`config.mk`:
```
export PLATFORM = sky130hd
export DESIGN_NAME = op2_shifter_eval
export DESIGN_NICKNAME = d
export VERILOG_FILES = /design/src/rtl/op2_pkg.sv /design/src/rtl/op2_field_decode.sv /design/src/rtl/op2_imm_rotator.sv /design/src/rtl/op2_reg_shifter.sv /design/src/rtl/op2_shifter_eval.sv
export SDC_FILE = /design/constraint.sdc
export NUM_CORES = 1
export LEC_CHECK = 0
export ABC_AREA = 0
export BUFFER_PORTS_ARGS = -buffer_cell sky130_fd_sc_hd__buf_4
export CORE_UTILIZATION = 54
export DETAILED_ROUTE_END_ITERATION = 10
export PLACE_DENSITY = 0.79
export SLEW_MARGIN = 30
export SYNTH_ARGS = -nofsm -noshare
export SYNTH_HDL_FRONTEND = slang
export SYNTH_SLANG_ARGS = --single-unit
export TNS_END_PERCENT = 20
```
`constraint.sdc`:
```
create_clock -name vclk -period 3.1
set_clock_uncertainty 0.2 [all_clocks]
set_input_delay 0.31 -clock vclk [all_inputs]
set_output_delay 0.31 -clock vclk [all_outputs]
set_load 0.05 [all_outputs]
```
`src/rtl/op2_pkg.sv`:
```
// Shared constants and types for the operand2 evaluator.
// Assumes a 12-bit field layout with fixed bit positions.
package op2_pkg;
    localparam int DATA_W   = 32;
    localparam int FIELD_W  = 12;
    localparam int IMM_W    = 8;
    localparam int ROT_W    = 4;
    localparam int IDX_W    = 4;
    localparam int CAMT_W   = 5;
    localparam int RAMT_W   = 8;

    typedef enum logic [1:0] {
        SH_LSL = 2'b00,
        SH_LSR = 2'b01,
        SH_ASR = 2'b10,
        SH_ROR = 2'b11
    } shift_kind_e;

    typedef struct packed {
        logic [ROT_W-1:0]  rot;
        logic [IMM_W-1:0]  imm;
        logic [CAMT_W-1:0] camt;
        shift_kind_e       kind;
        logic              by_reg;
        logic [IDX_W-1:0]  rm;
        logic [IDX_W-1:0]  rs;
    } op2_fields_t;
endpackage

```
`src/rtl/op2_field_decode.sv`:
```
// Splits the 12-bit field into the sub-fields used by both readings.
// Assumes the field layout fixed in op2_pkg; purely combinational.
module op2_field_decode
    import op2_pkg::*;
(
    input  logic [FIELD_W-1:0] field,
    output op2_fields_t        fields
);
    // Purpose: slice fixed bit positions into named sub-fields.
    always_comb begin
        fields.rot    = field[11:8];
        fields.imm    = field[7:0];
        fields.camt   = field[11:7];
        fields.kind   = shift_kind_e'(field[6:5]);
        fields.by_reg = field[4];
        fields.rm     = field[3:0];
        fields.rs     = field[11:8];
    end
endmodule

```
`src/rtl/op2_imm_rotator.sv`:
```
// Zero-extends a byte and rotates it right by twice a count.
// Assumes DATA_W is at least 2**(ROT_W+1); built as a log-stage barrel.
module op2_imm_rotator #(
    parameter int DATA_W = 32,
    parameter int IMM_W  = 8,
    parameter int ROT_W  = 4
) (
    input  logic [IMM_W-1:0]  imm,
    input  logic [ROT_W-1:0]  rot,
    output logic [DATA_W-1:0] value
);
    logic [DATA_W-1:0] stg [ROT_W+1];

    // Purpose: seed the barrel with the zero-extended byte.
    always_comb stg[0] = {{(DATA_W-IMM_W){1'b0}}, imm};

    // Count bit k-1 selects a rotation of 2**k, since the count is doubled.
    for (genvar k = 1; k <= ROT_W; k++) begin : g_stage
        localparam int D = 1 << k;
        // Purpose: conditionally rotate right by D.
        always_comb stg[k] = rot[k-1] ? {stg[k-1][D-1:0], stg[k-1][DATA_W-1:D]}
                                      : stg[k-1];
    end

    // Purpose: drive the final stage out.
    always_comb value = stg[ROT_W];
endmodule

```
`src/rtl/op2_reg_shifter.sv`:
```
// Shifts a register value by an 8-bit amount using one of four kinds.
// Amounts at or above DATA_W saturate logical/arithmetic shifts; rotate
// uses the amount modulo DATA_W. Assumes DATA_W is a power of two.
module op2_reg_shifter
    import op2_pkg::*;
#(
    parameter int DATA_W = 32,
    parameter int AMT_W  = 8
) (
    input  logic [DATA_W-1:0] value,
    input  logic [AMT_W-1:0]  amt,
    input  shift_kind_e       kind,
    output logic [DATA_W-1:0] result
);
    localparam int LOG_W = $clog2(DATA_W);

    logic [LOG_W-1:0]  sh;
    logic              big;
    logic [DATA_W-1:0] rstg [LOG_W+1];

    // Purpose: split amount into in-range part and overflow flag.
    always_comb begin
        sh  = amt[LOG_W-1:0];
        big = |amt[AMT_W-1:LOG_W];
    end

    // Purpose: seed the rotate barrel.
    always_comb rstg[0] = value;

    for (genvar k = 0; k < LOG_W; k++) begin : g_ror
        localparam int D = 1 << k;
        // Purpose: conditionally rotate right by D.
        always_comb rstg[k+1] = sh[k] ? {rstg[k][D-1:0], rstg[k][DATA_W-1:D]}
                                      : rstg[k];
    end

    // Purpose: select the shift kind and apply saturation.
    always_comb begin
        unique case (kind)
            SH_LSL: result = big ? '0 : value << sh;
            SH_LSR: result = big ? '0 : value >> sh;
            SH_ASR: result = big ? {DATA_W{value[DATA_W-1]}}
                                 : DATA_W'($signed(value) >>> sh);
            default: result = rstg[LOG_W];
        endcase
    end
endmodule

```
`src/rtl/op2_shifter_eval.sv`:
```
// Top of the operand2 evaluator: decodes the field, evaluates both
// readings and selects one by the mode flag. Purely combinational;
// register data is expected back in the same cycle as the indices.
module op2_shifter_eval
    import op2_pkg::*;
(
    input  logic               imm_mode,
    input  logic [FIELD_W-1:0] field,
    output logic [IDX_W-1:0]   rm_idx,
    output logic [IDX_W-1:0]   rs_idx,
    input  logic [DATA_W-1:0]  rm_data,
    input  logic [DATA_W-1:0]  rs_data,
    output logic [DATA_W-1:0]  operand
);
    op2_fields_t        fields;
    logic [RAMT_W-1:0]  amt;
    logic [DATA_W-1:0]  imm_val;
    logic [DATA_W-1:0]  reg_val;
    logic               unused_rs_hi;

    op2_field_decode u_dec (
        .field  (field),
        .fields (fields)
    );

    op2_imm_rotator #(.DATA_W(DATA_W), .IMM_W(IMM_W), .ROT_W(ROT_W)) u_rot (
        .imm   (fields.imm),
        .rot   (fields.rot),
        .value (imm_val)
    );

    // Purpose: pick constant or register-held shift amount.
    always_comb amt = fields.by_reg ? rs_data[RAMT_W-1:0]
                                    : {{(RAMT_W-CAMT_W){1'b0}}, fields.camt};

    // Purpose: mark upper amount-register bits as deliberately ignored.
    always_comb unused_rs_hi = ^rs_data[DATA_W-1:RAMT_W];

    op2_reg_shifter #(.DATA_W(DATA_W), .AMT_W(RAMT_W)) u_sh (
        .value  (rm_data),
        .amt    (amt),
        .kind   (fields.kind),
        .result (reg_val)
    );

    // Purpose: present indices and select the active reading.
    always_comb begin
        rm_idx  = fields.rm;
        rs_idx  = fields.rs;
        operand = imm_mode ? imm_val : reg_val;
    end
endmodule

```
==> results of run 1 <==
## metal layers
metal,global-route usage,GRT overflow
met1,0.725,0
met2,0.879,0
met3,0.574,0
met4,0.662,1
met5,0.248,0
## cells by family after synthesis
family / count (synthesis) / synth area share
buffers and inverters: 91 / 0.0766
AOI/OAI and AO/OA: 291 / 0.338
and+or+nand+nor: 281 / 0.208
muxes: 159 / 0.378
## per-stage QoR
step                       util  area [um2]  hold WS (ns)  cells  worst slack (ns)
after floorplan               -        5980         0.587    822            -0.267
after global placement    0.774        8060         0.695   1172            -0.258
after detailed placement  0.774        8060         0.697   1172            -0.294
after CTS                 0.815        8480         0.697   1185           -0.0962
## what timing repair did
| item | 4_1_cts |
|---|---|
| resized for setup | 87 |
| cloned | 1 |
| setup endpoints to repair | 32 |
| buffers inserted | 12 |
| pin swaps | 15 |
## synthesized netlist by cell type (6+ instances only)
| library cell | n |
|---|---|
| buf_6 | 7 |
| o22ai_1 | 41 |
| nor4_1 | 9 |
| mux4_2 | 42 |
| a21oi_1 | 59 |
| mux2_2 | 19 |
| o21ai_0 | 46 |
| nand2b_1 | 6 |
| o221ai_1 | 10 |
| nand2_1 | 105 |
| clkbuf_1 | 41 |
| a32oi_1 | 6 |
| buf_2 | 14 |
| buf_1 | 11 |
| nor3_1 | 15 |
| o211ai_1 | 15 |
| inv_1 | 7 |
| a211oi_1 | 13 |
| a31oi_1 | 11 |
| buf_4 | 10 |
| nand3_1 | 28 |
| nor2_1 | 92 |
| a2bb2oi_1 | 8 |
| mux2i_1 | 92 |
| a22oi_1 | 15 |
==> impl_metrics.env, run 1 <==
export IMPL_i_o_pin_count=117
export IMPL_synthesis_nets=899
export IMPL_placement_rows=37
export IMPL_stop_stage="5_1_grt"
export IMPL_ctsHoldBuffers=0
export IMPL_flow_first_error="[ERROR GRT-0232] Routing congestion too high. Check the congestion heatmap in the GUI."
export IMPL_synth_top_area_cell="mux4_2"
export IMPL_dp_final_hpwl_mm=24.0
export IMPL_endpoint_type="top-level output"
export IMPL_run_status="did not finish"
export IMPL_global_route_usage_total=0.715
export IMPL_initial_utilization=0.563
export IMPL_gp_congestion=1.43
export IMPL_yosys_top_cells_area="mux4_2 (16%), mux2i_1 (16%), nand2_1 (6.7%), nor2_1 (5.9%), a21oi_1 (5.0%)"
export IMPL_gr_total_overflow=1
export IMPL_synth_seq_area_share=0
export IMPL_pin_count_of_the_biggest_net_entering_global_routing=31
export IMPL_dieWidth_um=106
export IMPL_die_height_um=106
export IMPL_postGrtWorstEndpoint="operand[6]"
export IMPL_syn_cell_area_um2=5870
export IMPL_syn_inst=822
export IMPL_yosysTopAreaCellShare=0.161
export IMPL_synthDistinctLibCells=67
export IMPL_place_port_buffers=93
export IMPL_yosysWarnings=0
export IMPL_synthesis_area_per_instance_um2=7.14
==> run 2, diff against run 1 <==
--- a/config.mk
+++ b/config.mk
@@ -7,9 +7,9 @@
 export LEC_CHECK = 0
 export ABC_AREA = 0
 export BUFFER_PORTS_ARGS = -buffer_cell sky130_fd_sc_hd__buf_4
-export CORE_UTILIZATION = 54
+export CORE_UTILIZATION = 40
 export DETAILED_ROUTE_END_ITERATION = 10
-export PLACE_DENSITY = 0.79
+export PLACE_DENSITY_LB_ADDON = 0.15
 export SLEW_MARGIN = 30
 export SYNTH_ARGS = -nofsm -noshare
 export SYNTH_HDL_FRONTEND = slang
==> constraint.sdc (replaced) <==
create_clock -name vclk -period 4
set_clock_uncertainty 0.2 [all_clocks]
set_input_delay 0.4 -clock vclk [all_inputs]
set_output_delay 0.4 -clock vclk [all_outputs]
set_load 0.05 [all_outputs]
==> run 2 against run 1 <==
  * The run now ends clean
  * Synthesized area is the same
  * Synthesized cell count unchanged
==> impl_metrics.env, run 2 <==
export IMPL_p_leak_nw=2.94
export IMPL_setup_violations_final=0
export IMPL_detailedPlace_worstSlack_ns=0.285
export IMPL_layout_cells_most_common="buf_4"
export IMPL_wl_per_cell_um=30.4
export IMPL_grt_first_pass_wirelength_mm=49.1
export IMPL_design_die_area_um2=15200
export IMPL_synthMostInstantiatedCell="nand2_1"
export IMPL_timing_final_crit_period_ns=3.86
export IMPL_synth_top_family_by_area="multiplexers"
export IMPL_yosysTopAreaCellShare=0.161
export IMPL_place_port_buffers=93
export IMPL_initialDrtViolationCount=1468
export IMPL_synthesis_area_per_instance_um2=7.14
export IMPL_mostFrequentLayoutCells="buf_4 (182), nand2_1 (105), nor2_1 (92), mux2i_1 (88), a21oi_1 (59)"
export IMPL_syn_cell_area_um2=5870
export IMPL_drt_drc_violations_left=0
export IMPL_synth_adder_area_share=0
export IMPL_yosysWarnings=0
export IMPL_post_synth_xor_area_fraction=0
export IMPL_antenna_cells=0
export IMPL_gr_total_overflow=0
export IMPL_layout_nets=1005
export IMPL_global_route_usage_total=0.442
export IMPL_min_to="rm_idx[2]"
export IMPL_worstSetupPathType="in -> out"
export IMPL_cts_repair_resized=0
export IMPL_via_count_normalized_by_instance_count=7.53
export IMPL_dp_final_hpwl_mm=26.3
export IMPL_seq_cells=0
export IMPL_timing_slew_headroom=0.457
export IMPL_post_layout_total_power_mw=1.52
export IMPL_min_delay_path_depth=2
export IMPL_run_status="completed"
export IMPL_initial_utilization=0.416
export IMPL_top_signal_layer_used="met4"
export IMPL_power_switching_mw=0.977
export IMPL_initial_antenna_violation_count=0
export IMPL_cell_internal_pwr_mw=0.545
export IMPL_power_switching_share=0.642
export IMPL_syn_to_final_growth_pct=22.5
export IMPL_fraction_of_layout_instances_using_a_drive_strength_above_1=0.281
export IMPL_yosys_top_cells_area="mux4_2 (16%), mux2i_1 (16%), nand2_1 (6.7%), nor2_1 (5.9%), a21oi_1 (5.0%)"
export IMPL_setup_slack_ns=0.139
export IMPL_timing_hold_violations_final=0
export IMPL_dieWidth_um=123
export IMPL_first_pass_iters=6
export IMPL_die_height_um=123
export IMPL_nClkBuffers=0
export IMPL_worstSetupStartpointType="input port"
export IMPL_gp_congestion=1.12
export IMPL_seq_area_um2=0
export IMPL_post_synth_mux_area_share=0.378
export IMPL_grt_setup_unrepaired="false"
export IMPL_met2_wl_mm=14.1
export IMPL_timing_critical_path_required_ns=3.40
export IMPL_dr_total_vias=8327
export IMPL_timing_final_max_slew_violations=0
export IMPL_ctsHoldBuffers=0
export IMPL_residual_antenna_violating_net_count_after_detailed_routing=0
export IMPL_share_comb_of_total_power=1.000
export IMPL_syn_inst=822
export IMPL_share_seq_of_total_power=0
export IMPL_timing_critical_path_to_type="output port"
export IMPL_synth_compound_area_frac=0.338
export IMPL_ir_drop_mv=0.136
export IMPL_synthTopCellsByCount="nand2_1 (105), mux2i_1 (92), nor2_1 (92)"
export IMPL_min_path_type="in -> out"
export IMPL_wl_met1_mm=12.9
export IMPL_critPathMaxFanout=12
export IMPL_min_delay_start="field[2]"
export IMPL_postRouteWirelength_mm=33.6
export IMPL_i_o_pin_count=117
export IMPL_pwr_share_clk=0
export IMPL_wl_met3_mm=4.60
export IMPL_placement_rows=43
export IMPL_synthDistinctLibCells=67
export IMPL_postCtsSetupBuffers=0
export IMPL_pin_count_of_the_biggest_net_entering_global_routing=43
export IMPL_synth_seq_area_share=0
export IMPL_synthSimpleGateAreaFrac=0.208
export IMPL_synthesis_nets=899
export IMPL_via_count_of_the_first_global_routing_pass=7445
export IMPL_fin_crit_sh=0.965
export IMPL_worst_slew_pin_transition_ns=0.806
export IMPL_core_area_um2=14100
export IMPL_worst_ep_arrival_time_ns=3.26
export IMPL_synth_top_area_cell="mux4_2"
export IMPL_maxClockFrequency_ghz=0.259
export IMPL_power_density_cell_area_nw_per_um2=212
export IMPL_drv_max_cap_violation_count=0
[run 2: layout make-up]
cell class                      count  area [um2]
Fill cell                        1431        6910
Timing Repair Buffer              187        1470
Multi-Input combinational cell    731        5470
Tap cell                          180         225
Inverter                            8        30.0
[run 2: logic make-up after synthesis]
logic type / Yosys count
compound gates: 291
simple gates: 281
mux: 159
buf+inv: 91
[run 2: through the flow]
stage / utilization / instances / hold slack [ns] / setup TNS (ns) / instance area (um2)
2_1_floorplan: - / 822 / 0.767 / -0.277 / 5870
3_3_place_gp: 0.510 / 1106 / 0.872 / 0 / 7190
3_5_place_dp: 0.510 / 1106 / 0.874 / 0 / 7190
4_1_cts: 0.510 / 1106 / 0.875 / 0 / 7190
5_1_grt: 0.510 / 1106 / 0.886 / 0 / 7190
6_report: 0.510 / 1106 / 0.874 / 0 / 7190
[run 2: power by group through the flow]
stage / registers [mW] / clock network (mW) / logic [mW]
after floorplan: 0 / 0 / 0.904
after global routing: 0 / 0 / 1.56
final: 0 / 0 / 1.52
after CTS: 0 / 0 / 1.46
after detailed placement: 0 / 0 / 1.45
after global placement: 0 / 0 / 1.44
[run 2: metal layers]
layer  up-vias  global-route usage
met1      3886               0.614
met5         -                   0
met2       838               0.654
met3       138              0.0849
met4         0               0.207
li1       3465                   -
[run 2: critical path, stage by stage]
cell	delay, ns
buf_4	0.16
buf_4	0.26
mux2i_4	0.40
buf_4	0.26
nand3_1	0.25
nor4_1	0.74
buf_4	0.24
nor2_1	0.05
o21ai_0	0.07
a211oi_1	0.07
a21oi_1	0.14
buf_4	0.22
[run 2: how the worst max path moves through the flow]
| stage | startpoint | end | slack (ns) | depth (start not counted) |
|---|---|---|---|---|
| after floorplan | field[4] | operand[21] | -0.28 | 10 |
| after global placement | field[4] | operand[28] | 0.29 | 11 |
| after detailed placement | field[4] | operand[15] | 0.29 | 12 |
| after CTS | field[4] | operand[15] | 0.28 | 12 |
| after global routing | field[4] | operand[28] | 0.08 | 12 |
| final | field[4] | operand[15] | 0.14 | 12 |
Power figures use the tool's default switching activity.
==> run 3, diff against run 2 <==
--- a/config.mk
+++ b/config.mk
@@ -9,6 +9,8 @@
 export BUFFER_PORTS_ARGS = -buffer_cell sky130_fd_sc_hd__buf_4
 export CORE_UTILIZATION = 40
 export DETAILED_ROUTE_END_ITERATION = 10
+export GPL_TIMING_DRIVEN = 0
+export MAX_ROUTING_LAYER = met4
 export PLACE_DENSITY_LB_ADDON = 0.15
 export SLEW_MARGIN = 30
 export SYNTH_ARGS = -nofsm -noshare
==> run 3 against run 2 <==
  * The run now ends with setup timing left
  * Largest cell class unchanged
  * Count of clock-buffer cells in the layout unchanged
  * Non-clock buffer count down 15
  * Die area unchanged
  * Flip-flop and latch count unchanged
  * Worst hold slack worse by 0.019 ns
  * Maximum frequency down 9.1%
==> impl_metrics.env, run 3 (same netlist as run 2, synthesis figures left out) <==
export IMPL_run_status="finished, violations left"
export IMPL_failing_checks="setup timing"
export IMPL_timing_final_crit_period_ns=4.25
export IMPL_finalHoldWorstSlack_ns=0.856
export IMPL_critPathMaxFanout=10
export IMPL_initial_utilization=0.416
export IMPL_timing_hold_violations_final=0
export IMPL_maxClockFrequency_ghz=0.235
export IMPL_syn_to_final_growth_pct=19.0
export IMPL_fraction_of_layout_instances_using_a_drive_strength_above_1=0.259
export IMPL_initial_antenna_violation_count=1
export IMPL_worstPathBufferInverterCount=3
export IMPL_layout_nets=990
export IMPL_seq_area_um2=0
export IMPL_timing_critical_path_cells="buf_6, mux2i_2, clkbuf_1, nand2_1, o22ai_1, nor3_1, o41ai_1, buf_4"
export IMPL_first_pass_iters=6
export IMPL_timing_final_max_slew_violations=0
export IMPL_die_height_um=123
export IMPL_place_port_buffers=87
export IMPL_mostFrequentLayoutCells="nand2_1 (102), buf_4 (98), nor2_1 (87), mux2i_1 (79), a21oi_1 (56)"
export IMPL_residual_antenna_violating_net_count_after_detailed_routing=0
export IMPL_worstSetupPathType="in -> out"
export IMPL_worst_slew_pin_transition_ns=0.963
export IMPL_global_route_usage_total=0.528
export IMPL_gp_congestion=1.11
export IMPL_dp_final_hpwl_mm=30.3
export IMPL_drt_drc_violations_left=0
export IMPL_via_count_normalized_by_instance_count=7.82
export IMPL_timing_slew_headroom=0.353
export IMPL_seq_cells=0
export IMPL_min_path_type="in -> out"
export IMPL_critical_path_max_stage_delay_ns=0.65
export IMPL_postRouteWirelength_mm=38.7
export IMPL_setup_violations_final=10
export IMPL_pin_count_of_the_biggest_net_entering_global_routing=11
export IMPL_fin_crit_sh=1.06
export IMPL_min_delay_path_depth=2
export IMPL_design_die_area_um2=15200
export IMPL_layout_cells_most_common="nand2_1"
export IMPL_critical_path_top_delay_family="buffers and inverters"
export IMPL_timing_critical_path_to_type="output port"
export IMPL_initialDrtViolationCount=1710
export IMPL_placement_rows=43
export IMPL_final_cell_area_um2=6980
export IMPL_placement_cell_area_um2=6740
export IMPL_min_delay_start="field[9]"
export IMPL_drv_max_cap_violation_count=0
export IMPL_wl_per_cell_um=35.4
export IMPL_worst_ep_arrival_time_ns=3.65
export IMPL_timing_critical_path_required_ns=3.40
export IMPL_min_to="rs_idx[1]"
export IMPL_core_area_um2=14100
export IMPL_via_count_of_the_first_global_routing_pass=7829
export IMPL_dieWidth_um=123
export IMPL_setup_slack_ns=-0.248
export IMPL_worstSetupStartpointType="input port"
export IMPL_nClkBuffers=0
export IMPL_i_o_pin_count=117
export IMPL_grt_setup_unrepaired="true"
export IMPL_grt_first_pass_wirelength_mm=55.3
export IMPL_gr_total_overflow=0
export IMPL_crit_path_top_delay_cell="clkbuf_1"
export IMPL_dr_total_vias=8551
run 3: layout make-up:
type / instances / area [um2]
buffer: 83 / 438
fill: 1486 / 7120
tap: 180 / 225
inverter: 8 / 30.0
multi-input combinational: 731 / 5620
timing repair buffer: 89 / 666
antenna: 2 / 5.00
run 3: per-stage QoR:
step | TNS [ns] | util | instances | setup slack [ns]
global route | -0.278 | 0.495 | 1092 | -0.146
floorplan | -0.277 | - | 822 | -0.277
CTS | -0.126 | 0.487 | 1090 | -0.110
finish | -0.654 | 0.495 | 1093 | -0.248
detailed placement | -10.23 | 0.478 | 1089 | -0.912
global placement | -11.73 | 0.478 | 1089 | -1.05
run 3: worst max path at each step:
stage / endpoint / slack, ns / cells past startpoint / start
5_1_grt: operand[21] / -0.15 / 8 / field[4]
3_5_place_dp: operand[21] / -0.91 / 9 / rs_data[5]
2_1_floorplan: operand[21] / -0.28 / 10 / field[4]
4_1_cts: operand[21] / -0.11 / 9 / rs_data[5]
6_report: operand[21] / -0.25 / 8 / field[4]
3_3_place_gp: operand[21] / -1.05 / 9 / rs_data[5]
run 3: metal layers:
layer	track usage	share of wire	vias up
li1	-	-	3442
met1	0.658	0.35	3897
met2	0.744	0.40	950
met3	0.147	0.16	262
met4	0.344	0.093	0
met5	-	0	-
run 3: repair_timing:
action / 4_1_cts / 5_1_grt
hold endpoints to repair: 0 / 0
pin swaps: 1 / 0
buffers inserted: 1 / 0
hold buffers: 0 / 0
endpoints found under the setup margin: 31 / 22
gates resized for setup: 30 / 32
